File: src/rtl/subcode_combiner.sv
module subcode_combiner #(
  parameter int W0   = 4,
  parameter int NMID = 8,
  parameter int WF   = 3,
  parameter int OUTW = 12
) (
  input  logic                          clk,
  input  logic                          rst,
  input  logic                          smp_en,
  input  logic [W0+2*NMID+WF-1:0]       stage_codes,
  output logic [OUTW-1:0]               out_word,
  output logic                          out_vld
);
  localparam int NSTG = NMID + 2;
  localparam int FLO  = W0 + 2*NMID;
  localparam int SW   = W0 + NMID + WF + 1;
  localparam int DROP = (W0 - 1 + NMID + WF) - OUTW;
  localparam int S0SH = WF - 1 + NMID;
  localparam int OFFS = (1 << S0SH) - (1 << (WF - 1));
  localparam int CNTW = $clog2(NSTG);
  localparam logic [SW-1:0] MAXV = SW'((1 << OUTW) - 1);

  logic [W0-1:0]   tail [NSTG-1];
  logic [CNTW-1:0] cnt;
  logic            filled;

  for (genvar k = 0; k < NSTG-1; k++) begin : g_dly
    localparam int D = NSTG - 1 - k;
    logic [W0-1:0] sr [D];
    logic [W0-1:0] din;
    if (k == 0) begin : g_first
      assign din = stage_codes[W0-1:0];
    end else begin : g_mid
      assign din = W0'(stage_codes[W0+2*(k-1) +: 2]);
      p_legal_code_r9: assert property (@(posedge clk) disable iff (rst)
        smp_en |-> stage_codes[W0+2*(k-1) +: 2] != 2'b11);
    end
    always_ff @(posedge clk) begin
      if (rst) begin
        for (int i = 0; i < D; i++) sr[i] <= '0;
      end else if (smp_en) begin
        sr[0] <= din;
        for (int i = 1; i < D; i++) sr[i] <= sr[i-1];
      end
    end
    assign tail[k] = sr[D-1];
  end

  logic [SW-1:0]        acc;
  logic signed [SW-1:0] sv;
  logic [SW-1:0]        q;
  logic [OUTW-1:0]      nxt;

  always_comb begin
    acc = SW'(stage_codes[FLO +: WF]) + (SW'(tail[0]) << S0SH);
    for (int k = 1; k < NSTG-1; k++) acc = acc + (SW'(tail[k]) << (WF - 1 + NMID - k));
    sv = $signed(acc) - SW'(OFFS);
    q  = SW'(sv) >> DROP;
    if (sv < 0)         nxt = '0;
    else if (q > MAXV)  nxt = MAXV[OUTW-1:0];
    else                nxt = q[OUTW-1:0];
  end

  assign filled = (cnt == CNTW'(NSTG - 1));

  always_ff @(posedge clk) begin
    if (rst) begin
      cnt      <= '0;
      out_word <= '0;
      out_vld  <= 1'b0;
    end else begin
      out_vld <= smp_en && filled;
      if (smp_en && !filled) cnt <= cnt + 1'b1;
      if (smp_en && filled) out_word <= nxt;
    end
  end

  p_vld_needs_en_r7: assert property (@(posedge clk) disable iff (rst)
    out_vld |-> $past(smp_en));
  p_hold_when_idle_r8: assert property (@(posedge clk) disable iff (rst)
    !$stable(out_word) |-> out_vld);
  p_quiet_after_reset_r1: assert property (@(posedge clk) disable iff (rst)
    $past(rst) |-> (!out_vld && out_word == '0));
  p_no_vld_unfilled_r7: assert property (@(posedge clk) disable iff (rst)
    $rose(out_vld) |-> $past(filled));
endmodule

File: config.mk
export PLATFORM = sky130hd
export DESIGN_NAME = subcode_combiner
export DESIGN_NICKNAME = d
export VERILOG_FILES = /design/src/rtl/subcode_combiner.sv
export SDC_FILE = /design/constraint.sdc
export NUM_CORES = 1
export LEC_CHECK = 0
export CAP_MARGIN = 20
export CORE_AREA = 2 2 103 105
export CTS_BUF_LIST = sky130_fd_sc_hd__clkbuf_4 sky130_fd_sc_hd__clkbuf_8
export DETAILED_ROUTE_END_ITERATION = 7
export DIE_AREA = 0 0 105 107
export GPL_ROUTABILITY_DRIVEN = 0
export PLACE_DENSITY = 0.79
export SLEW_MARGIN = 25
export SYNTH_ARGS = -nofsm -noshare
export SYNTH_HDL_FRONTEND = slang
export SYNTH_SLANG_ARGS = --single-unit
File: constraint.sdc
create_clock -name clk -period 2.7 [get_ports clk]
set_clock_uncertainty 0.15 [all_clocks]
set_input_delay 0.54 -clock clk [delete_from_list [all_inputs] [get_ports clk]]
set_output_delay 0.54 -clock clk [all_outputs]
set_load 0.05 [all_outputs]
### Yosys cells after proc, flatten, opt, wreduce, memory -nomap -nowiden

Memory sizes are Yosys's and may differ from the RTL's.
Index checks and enable logic that the tools add are counted.

* latch bits: 0
* input port bits: 26
* register bits: 17
* output and inout bits: 13
* memories: 9
* bits in read-only memories: 0
* bits in writable memories: 178
* logic and storage cells: 127

* magnitude comparators: 2
* reduce and logical (&&, ||, !) cells: 4
* $add $sub $neg: 11
* multiplexer cells: 53
* multiply operators: 0
* shift-type cells: 0
* divide/modulo/power cells: 0
* bitwise gates (word level): 44
* equal/unequal tests: 1

Memory list
* g_dly[0].sr: depth 9, width 4, read ports 9, clocked after Yosys merged registers in 0, wr ports 9, line 29 `logic [W0-1:0] sr [D];`
* g_dly[1].sr: depth 8, width 4, read ports 8, clocked after Yosys merged registers in 0, wr ports 8, line 29
* g_dly[2].sr: depth 7, width 4, read ports 7, clocked after Yosys merged registers in 0, wr ports 7, line 29
* g_dly[3].sr: depth 6, width 4, read ports 6, clocked after Yosys merged registers in 0, wr ports 6, line 29
* g_dly[4].sr: depth 5, width 4, read ports 5, clocked after Yosys merged registers in 0, wr ports 5, line 29
* g_dly[5].sr: depth 4, width 4, read ports 4, clocked after Yosys merged registers in 0, wr ports 4, line 29
* +3 memories

Operators with widths (number)
* 4-bit 2-to-1 mux: 44
* 1-bit OR: 44
* 12-bit 2-to-1 mux: 2
* 15-bit by 13-bit adder with 16-bit output: 1
* 16-bit by 10-bit adder with 16-bit output: 1
* 16-bit by 11-bit adder with 16-bit output: 1
* 16-bit by 12-bit adder with 16-bit output: 1
* 16-bit by 6-bit adder with 16-bit output: 1
* 16-bit by 7-bit adder with 16-bit output: 1
* 16-bit by 8-bit adder with 16-bit output: 1
* 16-bit by 9-bit adder with 16-bit output: 1
* 16-bit by 1-bit less-than comparator with 1-bit output, second input constant: 1
* 16-bit by 11-bit subtractor with 16-bit output, second input constant: 1
* 3-bit by 14-bit adder with 15-bit output: 1
* 14-bit by 12-bit > comparator with 1-bit output, second input constant: 1
* 1-bit 2-to-1 mux: 6
* 4-bit by 1-bit adder with 4-bit output, second input constant: 1
* 4-bit equality test, second input constant: 1
* 1-bit logical AND: 2
* 2-bit 2-to-1 mux: 1
* 2-bit OR reduction: 1
* 1-bit zero test: 1

### Longest topological paths before layout

Gate-level depths: netlist of run 1.
An unclocked memory read counts as a cell.

* word-level depth: 14
* gate-level depth with buffers: 12
* gate-level depth less buffers: 12

### Worst setup path before layout of run 1

No wires, ideal clock.

* path type: in2reg
* start: input stage_codes[22]
* end: register out_word[1]
* library setup time: 0.095 ns
* required time: 2.455 ns
* data arrival time: 2.598 ns
* cell stages on the path: 12
* setup slack: -0.143 ns
* buffers on the path: 0
* path through: inv_1 ha_1 inv_1 ha_1 inv_1 fa_1 and2b_1 o2111ai_1 a211o_1 nand4b_1 nand2_2 a221oi_1

* cells in the longest elaborated chain, start to end: 13
* elaborated cells on any way between the ends: 14
* those cells by class: add/sub: 10; order compare: 2; mux: 2

RTL lines
* start: declaration: line 10 `input logic [W0+2*NMID+WF-1:0] stage_codes,`
* 3-bit by 14-bit adder with 15-bit output (*): line 55 `acc = SW'(stage_codes[FLO +: WF]) + (SW'(tail[0]) << S0SH);`
* 15-bit by 13-bit adder with 16-bit output (*): line 56 `for (int k = 1; k < NSTG-1; k++) acc = acc + (SW'(tail[k]) << (WF - 1 + NMID - k));`
* 16-bit by 12-bit adder with 16-bit output (*): line 56
* 16-bit by 11-bit adder with 16-bit output (*): line 56
* 16-bit by 10-bit adder with 16-bit output (*): line 56
* 16-bit by 9-bit adder with 16-bit output (*): line 56
* 16-bit by 8-bit adder with 16-bit output (*): line 56
* 16-bit by 7-bit adder with 16-bit output (*): line 56
* 16-bit by 6-bit adder with 16-bit output (*): line 56
* 16-bit by 11-bit subtractor with 16-bit output (*): line 57 `sv = $signed(acc) - SW'(OFFS);`
* 14-bit by 12-bit > comparator with 1-bit output: line 60 `else if (q > MAXV) nxt = MAXV[OUTW-1:0];`
* 12-bit 2-to-1 mux: line 60
* 12-bit 2-to-1 mux (*): line 59 `if (sv < 0) nxt = '0;`
* end signal: assignment: line 74 `if (smp_en && filled) out_word <= nxt;`
* end: declaration: line 11 `output logic [OUTW-1:0] out_word,`

Every way passes the cells marked *; elsewhere a longest branch is shown, timed or not.
A chain may end at the register's enable or synchronous reset.

==> run_summary.xml, run 1 <==
<?xml version="1.0" encoding="UTF-8"?>
<metrics>
  <group name="critical_path">
    <metric name="critical_path.max_fanout" unit="">5</metric>
    <metric name="cp_cell_sequence" unit="">ha_4 &gt; ha_4 &gt; inv_2 &gt; fa_2 &gt; and2b_1 &gt; o2111ai_2 &gt; a211o_1 &gt; nand4b_1 &gt; buf_4 &gt; nand2_8 &gt; a221oi_4</metric>
    <metric name="worst-endpoint-arrival" unit="ns">3.04</metric>
    <metric name="worst_path_max_delay_cell" unit="">sky130_fd_sc_hd__edfxtp_1</metric>
    <metric name="worst_setup_path_start_kind" unit="">register</metric>
    <metric name="kind_of_critical_path" unit="">register to register</metric>
    <metric name="number_of_buffer_and_inverter_stages_on_the_critical_path" unit="">2</metric>
    <metric name="critical-path-max-stage-delay" unit="ns">0.43</metric>
    <metric name="cell_family_with_most_cp_delay" unit="">compound AO/OA/AOI/OAI gates</metric>
    <metric name="cp_data_required_time" unit="ns">2.88</metric>
    <metric name="rr_startpoint" unit="">g_dly[7].sr[0][4]$_SDFFCE_PN0P_</metric>
    <metric name="reg_to_reg_end" unit="">out_word[8]$_SDFFE_PP0P_</metric>
    <metric name="type_of_element_capturing_the_critical_path" unit="">register</metric>
    <metric name="cpMostUsedCell" unit="">sky130_fd_sc_hd__ha_4</metric>
    <metric name="reg2regPathDepth" unit="">11</metric>
    <metric name="r2r_slack" unit="ns">-0.16</metric>
  </group>
  <group name="drt">
    <metric name="detail_route.iter0.violations" unit="">171</metric>
    <metric name="routed-via-count" unit="">3074</metric>
    <metric name="post-route-drc-count" unit="">0</metric>
    <metric name="via_per_inst" unit="">5.06</metric>
    <metric name="antenna_left" unit="">0</metric>
    <metric name="number_of_iterations_in_the_first_detailed_routing_pass" unit="">4</metric>
    <metric name="wire_length_per_cell" unit="um">13.2</metric>
    <metric name="post_route_wl" unit="um">8030</metric>
  </group>
  <group name="status">
    <metric name="failed_checks" unit="">setup timing</metric>
    <metric name="run_status" unit="">finished with violations</metric>
  </group>
  <group name="logic_synthesis">
    <metric name="synth_area" unit="um2">5400</metric>
    <metric name="synth_ff_type" unit="">sky130_fd_sc_hd__edfxtp_1</metric>
    <metric name="share_of_synthesized_area_occupied_by_flip_flops_and_latches" unit="">0.663</metric>
    <metric name="synth.ff_latch_count" unit="">125</metric>
    <metric name="asyncSetResetFlopFracSynth" unit="">0</metric>
    <metric name="post_synth.cell_area_avg" unit="um2">13.6</metric>
    <metric name="yosysWarningCount" unit="">0</metric>
    <metric name="synth_enable_flop_cells" unit="">108</metric>
    <metric name="post_synth_num_cell_types" unit="">42</metric>
    <metric name="synthCells" unit="">398</metric>
    <metric name="synth.net_count" unit="">449</metric>
  </group>
  <group name="final_layout">
    <metric name="synthToLayoutAreaGrowth" unit="%">23.1</metric>
    <metric name="final_cell_mix" unit="">108 x sky130_fd_sc_hd__edfxtp_1, 102 x sky130_fd_sc_hd__and2_1, 35 x sky130_fd_sc_hd__clkdlybuf4s50_1, 21 x sky130_fd_sc_hd__nand2_1, 21 x sky130_fd_sc_hd__ha_1</metric>
    <metric name="register_area" unit="um2">3580</metric>
    <metric name="multiInputGateArea" unit="um2">1830</metric>
    <metric name="final_stage_net_count" unit="">510</metric>
    <metric name="leading_cell_type_in_the_layout_fill_and_taps_excluded" unit="">sky130_fd_sc_hd__edfxtp_1</metric>
    <metric name="layout-drive-gt1-share" unit="">0.170</metric>
    <metric name="fillerInstances" unit="">741</metric>
    <metric name="diodes" unit="">0</metric>
  </group>
  <group name="clock_tree">
    <metric name="cts_buffer_depth" unit="">2</metric>
    <metric name="cts.htree.levels" unit="">4</metric>
    <metric name="clk_root_buffer_cell" unit="">sky130_fd_sc_hd__clkbuf_8</metric>
    <metric name="clock_insertion_delay_worst_skew" unit="ns">0.42</metric>
    <metric name="ctsHoldBuffers" unit="">0</metric>
    <metric name="tritoncts" unit="">yes</metric>
    <metric name="cts_inserted_buffers" unit="">17</metric>
    <metric name="clock_sink_count" unit="">125</metric>
    <metric name="clk_transition_reported_paths" unit="ns">0.08</metric>
  </group>
  <group name="sta">
    <metric name="min_period" unit="ns">2.86</metric>
    <metric name="finalHoldViolCount" unit="">0</metric>
    <metric name="period_share" unit="">1.06</metric>
    <metric name="drv_slew" unit="">0</metric>
    <metric name="final_worst_setup_slack" unit="ns">-0.163</metric>
    <metric name="report.final.setup_viol" unit="">12</metric>
    <metric name="final.setup.tns" unit="ns">-1.00</metric>
    <metric name="rsz0062_at_grt" unit="">true</metric>
    <metric name="tightestPinTransition" unit="ns">0.777</metric>
    <metric name="fmaxAchievable" unit="GHz">0.349</metric>
    <metric name="timing.slew.headroom" unit="">0.482</metric>
  </group>
  <group name="die">
    <metric name="die_w" unit="um">105</metric>
    <metric name="core.rowCount" unit="">37</metric>
    <metric name="die_h" unit="um">107</metric>
    <metric name="floorplan.initialDensity" unit="">0.535</metric>
    <metric name="design.die.area" unit="um2">11200</metric>
    <metric name="design.portCount" unit="">39</metric>
    <metric name="core_area" unit="um2">10100</metric>
  </group>
  <group name="grt">
    <metric name="global_route_wire_length_before_repair" unit="um">13600</metric>
    <metric name="number_of_global_route_vias_before_repair" unit="">3005</metric>
    <metric name="largest_net_degree_at_the_start_of_global_routing" unit="">59</metric>
    <metric name="antenna_violations_before_repair" unit="">0</metric>
    <metric name="globalRoute.totalOverflow" unit="">0</metric>
    <metric name="track_usage" unit="">0.156</metric>
  </group>
  <group name="flow_run">
    <metric name="max_cap_viol_count" unit="">0</metric>
  </group>
  <group name="pwr">
    <metric name="vdd.ir_drop.worst" unit="uV">453</metric>
    <metric name="report.power.total" unit="mW">4.40</metric>
    <metric name="power_density" unit="nW/um2">662</metric>
    <metric name="cellLeakagePower" unit="nW">2.60</metric>
  </group>
  <group name="place">
    <metric name="hpwl" unit="um">4950</metric>
    <metric name="port_buffers" unit="">36</metric>
  </group>
  <group name="hold_path">
    <metric name="hold_path.startpoint" unit="">out_word[2]$_SDFFE_PP0P_</metric>
    <metric name="worst_hold_path.endpoint" unit="">out_word[2]$_SDFFE_PP0P_</metric>
    <metric name="number_of_stages_on_the_worst_hold_path" unit="">2</metric>
    <metric name="hold_class" unit="">register to register</metric>
  </group>
</metrics>
-- cell usage after synthesis (2+ instances only) --
library cell / count / area, um2
sky130_fd_sc_hd__a221oi_1: 8 / 70.1
sky130_fd_sc_hd__o2111ai_1: 2 / 17.5
sky130_fd_sc_hd__a21oi_1: 15 / 75.1
sky130_fd_sc_hd__clkbuf_1: 16 / 60.1
sky130_fd_sc_hd__xnor2_1: 5 / 43.8
sky130_fd_sc_hd__and3_1: 3 / 18.8
sky130_fd_sc_hd__ha_1: 24 / 300
sky130_fd_sc_hd__and2_1: 102 / 638
sky130_fd_sc_hd__a211oi_2: 3 / 37.5
sky130_fd_sc_hd__o21bai_1: 2 / 15.0
sky130_fd_sc_hd__nand4b_1: 2 / 17.5
sky130_fd_sc_hd__a311oi_1: 3 / 26.3
sky130_fd_sc_hd__nor2b_1: 8 / 50.1
sky130_fd_sc_hd__xor2_1: 5 / 43.8
sky130_fd_sc_hd__edfxtp_1: 108 / 3240
sky130_fd_sc_hd__nand2_1: 21 / 78.8
sky130_fd_sc_hd__dfxtp_1: 17 / 340
sky130_fd_sc_hd__a211oi_1: 2 / 15.0
sky130_fd_sc_hd__nor3b_1: 2 / 15.0
sky130_fd_sc_hd__inv_1: 18 / 67.6
sky130_fd_sc_hd__o21ai_0: 4 / 20.0
sky130_fd_sc_hd__nor2_1: 8 / 30.0
-- per-stage QoR --
step | cell area, um2 | util | worst slack (ns) | cells | hold WS, ns
2_1_floorplan | 5440 | - | -0.00972 | 398 | 0.347
3_3_place_gp | 6070 | 0.602 | -0.581 | 568 | 0.318
3_5_place_dp | 6070 | 0.602 | -0.712 | 568 | 0.327
4_1_cts | 6600 | 0.654 | -0.130 | 604 | 0.351
5_1_grt | 6650 | 0.659 | -0.256 | 607 | 0.379
6_report | 6650 | 0.659 | -0.163 | 607 | 0.354
-- worst min-delay path, stage by stage (launching register included) --
cell,delay (ns)
sky130_fd_sc_hd__dfxtp_1,0.32
sky130_fd_sc_hd__nand2_1,0.08
sky130_fd_sc_hd__a211oi_2,0.07
-- state kept, by name, summed over array words and instances, names as in the netlist --
register	cells
out_word	12
cnt	4
out_vld	1
g_dly.sr	108
-- worst max-delay path by stage --
stage | slack (ns) | cells past startpoint | to | from
floorplan | -0.01 | 12 | out_word[3]$_SDFFE_PP0P_ | stage_codes[22]
global placement | -0.58 | 13 | out_word[3]$_SDFFE_PP0P_ | stage_codes[22]
detailed placement | -0.71 | 13 | out_word[8]$_SDFFE_PP0P_ | stage_codes[22]
CTS | -0.13 | 11 | out_word[8]$_SDFFE_PP0P_ | g_dly[7].sr[0][4]$_SDFFCE_PN0P_
global route | -0.26 | 11 | out_word[8]$_SDFFE_PP0P_ | g_dly[7].sr[0][4]$_SDFFCE_PN0P_
finish | -0.16 | 11 | out_word[8]$_SDFFE_PP0P_ | g_dly[7].sr[0][4]$_SDFFCE_PN0P_
-- cell type report --
class	count	share of cell area
clock buffer	17	0.0352
multi-input combinational	239	0.275
inverter	18	0.0102
tap	136	0.0256
clock inverter	14	0.0294
sequential	125	0.539
timing repair buffer	58	0.0864
-- power by group --
group          switching [mW]  total (mW)  internal [mW]
clock                   0.741        1.74           1.00
combinational           0.221       0.415          0.194
sequential             0.0285        2.24           2.21
total                   0.990        4.40           3.41
-- routing by layer --
layer  global-route usage  wire [um]  vias up
li1                     -          -     1532
met1                0.177       3330     1461
met2                0.268       4230       66
met3               0.0669        387       15
met4               0.0467         80        0
met5                    0          0        -
-- kinds of logic (layout without fill, tap and decap cells) --
family                   Yosys count  count (layout)  share of synthesized area
XOR/XNOR                          10              10                     0.0162
AO/OA/AOI/OAI                     49              49                     0.0681
adder cells (fa/ha/maj)           25              25                     0.0593
buffers and inverters             35             107                     0.0257
flip-flops                       125             125                      0.663
AND/OR/NAND/NOR                  154             155                      0.167
-- what timing repair did --
item | 4_1_cts | 5_1_grt
gates resized for setup | 10 | 5
setup buffers | 4 | 3
cloned | 1 | 0
pin swaps | 12 | 4
setup endpoints to repair | 12 | 12
Note: power is estimated with default switching activity, not from simulation.
==> run 2: changes to the inputs <==
ABC_AREA = 1   (was default)
CORE_AREA = 5 5 109 111   (was 2 2 103 105)
DIE_AREA = 0 0 114 116   (was 0 0 105 107)
==> run 2 against run 1 <==
The flow now finishes without violations. Synthesized cell count increased by 47%. Flip-flop and latch count unchanged. Highest routed layer unchanged. Clock-buffer cell count unchanged. Non-clock buffer count decreased by 5. Synthesized area increased by 6.7%. Final cell count increased by 31%.
==> run_summary.xml, run 2 <==
<?xml version="1.0" encoding="UTF-8"?>
<metrics>
  <group name="clock_tree">
    <metric name="clk_transition_reported_paths" unit="ns">0.08</metric>
    <metric name="cts_buffer_depth" unit="">2</metric>
    <metric name="clock_sink_count" unit="">125</metric>
    <metric name="clock_insertion_delay_worst_skew" unit="ns">0.42</metric>
    <metric name="clk_root_buffer_cell" unit="">sky130_fd_sc_hd__clkbuf_8</metric>
    <metric name="ctsHoldBuffers" unit="">0</metric>
    <metric name="tritoncts" unit="">yes</metric>
    <metric name="cts_inserted_buffers" unit="">17</metric>
    <metric name="cts.htree.levels" unit="">4</metric>
  </group>
  <group name="critical_path">
    <metric name="worst-endpoint-arrival" unit="ns">2.81</metric>
    <metric name="worst_setup_path_start_kind" unit="">input pin</metric>
    <metric name="type_of_element_capturing_the_critical_path" unit="">register</metric>
    <metric name="critical_path.max_fanout" unit="">7</metric>
    <metric name="kind_of_critical_path" unit="">input pin to register</metric>
    <metric name="cp_data_required_time" unit="ns">2.87</metric>
    <metric name="crit_path_start" unit="">stage_codes[22]</metric>
    <metric name="rr_startpoint" unit="">g_dly[4].sr[0][17]$_SDFFCE_PN0P_</metric>
  </group>
  <group name="logic_synthesis">
    <metric name="synth_top_cell_by_area" unit="">sky130_fd_sc_hd__edfxtp_1</metric>
    <metric name="synth.ff_latch_count" unit="">125</metric>
    <metric name="synth_enable_flop_cells" unit="">108</metric>
    <metric name="synthCells" unit="">586</metric>
    <metric name="synthTopCellsByArea" unit="">sky130_fd_sc_hd__edfxtp_1 56%, sky130_fd_sc_hd__inv_1 9.8%, sky130_fd_sc_hd__nor2_1 7.9%</metric>
    <metric name="yosysWarningCount" unit="">0</metric>
    <metric name="synth.net_count" unit="">637</metric>
    <metric name="yosys.cell_count.top_type" unit="">sky130_fd_sc_hd__inv_1</metric>
    <metric name="synth.cells.most_frequent" unit="">151 x sky130_fd_sc_hd__inv_1, 121 x sky130_fd_sc_hd__nor2_1, 108 x sky130_fd_sc_hd__edfxtp_1, 77 x sky130_fd_sc_hd__nand2_1, 24 x sky130_fd_sc_hd__ha_1</metric>
    <metric name="synth_ff_type" unit="">sky130_fd_sc_hd__edfxtp_1</metric>
    <metric name="post_synth.cell_area_avg" unit="um2">9.84</metric>
    <metric name="share_of_synthesized_area_occupied_by_flip_flops_and_latches" unit="">0.622</metric>
    <metric name="synth_area" unit="um2">5770</metric>
    <metric name="post_synth_num_cell_types" unit="">26</metric>
    <metric name="asyncSetResetFlopFracSynth" unit="">0</metric>
    <metric name="synthDominantCellAreaShare" unit="">0.563</metric>
  </group>
  <group name="grt">
    <metric name="globalRoute.totalOverflow" unit="">0</metric>
    <metric name="antenna_violations_before_repair" unit="">0</metric>
    <metric name="number_of_global_route_vias_before_repair" unit="">3562</metric>
    <metric name="global_route_wire_length_before_repair" unit="um">15200</metric>
    <metric name="track_usage" unit="">0.145</metric>
    <metric name="largest_net_degree_at_the_start_of_global_routing" unit="">69</metric>
  </group>
  <group name="final_layout">
    <metric name="largest_register_ffs" unit="">108</metric>
    <metric name="layout-drive-gt1-share" unit="">0.121</metric>
    <metric name="diodes" unit="">0</metric>
    <metric name="top_regs" unit="">g_dly.sr (108), out_word (12), cnt (4)</metric>
    <metric name="synthToLayoutAreaGrowth" unit="%">19.0</metric>
    <metric name="final_cell_mix" unit="">149 x sky130_fd_sc_hd__inv_1, 121 x sky130_fd_sc_hd__nor2_1, 108 x sky130_fd_sc_hd__edfxtp_1, 75 x sky130_fd_sc_hd__nand2_1, 36 x sky130_fd_sc_hd__clkdlybuf4s50_1</metric>
    <metric name="leading_cell_type_in_the_layout_fill_and_taps_excluded" unit="">sky130_fd_sc_hd__inv_1</metric>
    <metric name="registers.top_by_ff_count" unit="">g_dly.sr</metric>
    <metric name="layoutNonFillerInstCount" unit="">793</metric>
    <metric name="final_stage_net_count" unit="">692</metric>
    <metric name="final_util" unit="">0.641</metric>
  </group>
  <group name="drt">
    <metric name="routed-via-count" unit="">3701</metric>
    <metric name="antenna_left" unit="">0</metric>
    <metric name="wire_length_per_cell" unit="um">11.3</metric>
    <metric name="number_of_iterations_in_the_first_detailed_routing_pass" unit="">4</metric>
    <metric name="post-route-drc-count" unit="">0</metric>
    <metric name="detail_route.iter0.violations" unit="">180</metric>
    <metric name="post_route_wl" unit="um">8980</metric>
    <metric name="via_per_inst" unit="">4.67</metric>
  </group>
  <group name="sta">
    <metric name="min_period" unit="ns">2.64</metric>
    <metric name="timing.slew.headroom" unit="">0.650</metric>
    <metric name="finalHoldViolCount" unit="">0</metric>
    <metric name="fmaxAchievable" unit="GHz">0.379</metric>
    <metric name="tightestPinTransition" unit="ns">0.523</metric>
    <metric name="report.final.setup_viol" unit="">0</metric>
    <metric name="final.setup.tns" unit="ns">0</metric>
    <metric name="period_share" unit="">0.978</metric>
    <metric name="drv_slew" unit="">0</metric>
  </group>
  <group name="pwr">
    <metric name="vdd.ir_drop.worst" unit="uV">431</metric>
    <metric name="power_frac_comb" unit="">0.100</metric>
    <metric name="power.share.sequential" unit="">0.510</metric>
    <metric name="clk_network_pwr_share" unit="">0.389</metric>
    <metric name="power_density" unit="nW/um2">641</metric>
    <metric name="swShare" unit="">0.244</metric>
    <metric name="total_switching_power" unit="mW">1.07</metric>
    <metric name="internal_portion_of_total_power" unit="mW">3.33</metric>
    <metric name="cellLeakagePower" unit="nW">3.03</metric>
  </group>
  <group name="place">
    <metric name="hpwl" unit="um">5910</metric>
    <metric name="dp_cells" unit="">756</metric>
    <metric name="port_buffers" unit="">36</metric>
  </group>
  <group name="status">
    <metric name="run_status" unit="">finished, final reports clean</metric>
  </group>
  <group name="flow_run">
    <metric name="max_cap_viol_count" unit="">0</metric>
  </group>
  <group name="hold_path">
    <metric name="hold_path.startpoint" unit="">out_word[0]$_SDFFE_PP0P_</metric>
    <metric name="hold_class" unit="">register to register</metric>
  </group>
  <group name="die">
    <metric name="die_w" unit="um">114</metric>
    <metric name="floorplan.initialDensity" unit="">0.539</metric>
    <metric name="design.die.area" unit="um2">13200</metric>
    <metric name="core.rowCount" unit="">38</metric>
    <metric name="die_h" unit="um">116</metric>
    <metric name="design.portCount" unit="">39</metric>
    <metric name="core_area" unit="um2">10700</metric>
  </group>
</metrics>
[run 2: changes by cell type in the layout (fill, tap and decap cells not counted), moves of 10 or more]
cell                      previous run  this run
sky130_fd_sc_hd__a21oi_2             0        10
sky130_fd_sc_hd__nand2_1            21        75
sky130_fd_sc_hd__nand4_1             1        12
sky130_fd_sc_hd__nor2_1              8       121
sky130_fd_sc_hd__inv_1              15       149
sky130_fd_sc_hd__nand3_1             1        12
sky130_fd_sc_hd__and2_1            102         0
[run 2: final cells by class]
cell class,instances,area (um2)
Clock inverter,14,186
Fill cell,787,3840
Tap cell,140,175
Inverter,153,587
Sequential cell,125,3580
Timing Repair Buffer,53,554
Multi-Input combinational cell,291,1540
Clock buffer,17,234
[run 2: worst paths after layout]
| kind | end | slack (ns) | cells past startpoint |
|---|---|---|---|
| max | out_word[8]$_SDFFE_PP0P_ | 0.06 | 18 |
| max reg2reg | out_word[1]$_SDFFE_PP0P_ | 0.22 | 12 |
| min | out_word[0]$_SDFFE_PP0P_ | 0.32 | 2 |
| min reg2reg | out_word[0]$_SDFFE_PP0P_ | 0.32 | 2 |
[run 2: critical path, cell delays in order]
cell and delay [ns]:
sky130_fd_sc_hd__clkdlybuf4s50_1 0.45, sky130_fd_sc_hd__inv_1 0.04, sky130_fd_sc_hd__ha_1 0.19, sky130_fd_sc_hd__inv_1 0.06
sky130_fd_sc_hd__ha_2 0.18, sky130_fd_sc_hd__inv_2 0.04, sky130_fd_sc_hd__fa_2 0.36, sky130_fd_sc_hd__inv_2 0.07
sky130_fd_sc_hd__nand3_1 0.09, sky130_fd_sc_hd__nand3_2 0.10, sky130_fd_sc_hd__nand2_2 0.07, sky130_fd_sc_hd__nand2_2 0.07
sky130_fd_sc_hd__nand2_2 0.06, sky130_fd_sc_hd__nand2_4 0.11, sky130_fd_sc_hd__buf_4 0.12, sky130_fd_sc_hd__nand4_1 0.11
sky130_fd_sc_hd__nand2_2 0.09, sky130_fd_sc_hd__a21oi_2 0.05
[run 2: layer usage]
layer	global-route usage	part of all wire	vias to the layer above
li1	-	-	1915
met1	0.159	0.40	1682
met2	0.262	0.54	83
met3	0.0360	0.042	21
met4	0.0744	0.024	0
met5	0	0	-
[run 2: cells by family after synthesis]
kind of cell,after synthesis,synth area share
AOI/OAI and AO/OA,23,0.0273
buffers and inverters,170,0.115
adders and majority gates,25,0.0556
xor gates and xnor gates,4,0.00608
and+or+nand+nor,239,0.175
DFF,125,0.622
[run 2: what timing repair did]
action | in CTS | in global routing
setup buffers | 0 | 6
resized for setup | 0 | 7
setup endpoints to repair | 0 | 12
endpoints found under the hold margin | 0 | 0
[run 2: per-stage QoR]
stage	worst slack, ns	power [mW]	hold slack, ns	cell area (um2)
3_5_place_dp	-0.348	2.71	0.315	6380
2_1_floorplan	0.202	2.57	0.315	5770
3_3_place_gp	-0.267	2.68	0.308	6380
4_1_cts	0.0907	4.42	0.327	6800
5_1_grt	-0.0624	4.59	0.355	6860
6_report	0.0596	4.40	0.324	6860
[run 2: power groups by stage]
stage                     combinational [mW]  clock (mW)  sequential [mW]
after floorplan                        0.285           0             2.28
after global placement                 0.404           0             2.28
after detailed placement               0.419           0             2.29
after CTS                              0.423        1.75             2.25
after global routing                   0.503        1.84             2.26
final                                  0.441        1.71             2.25
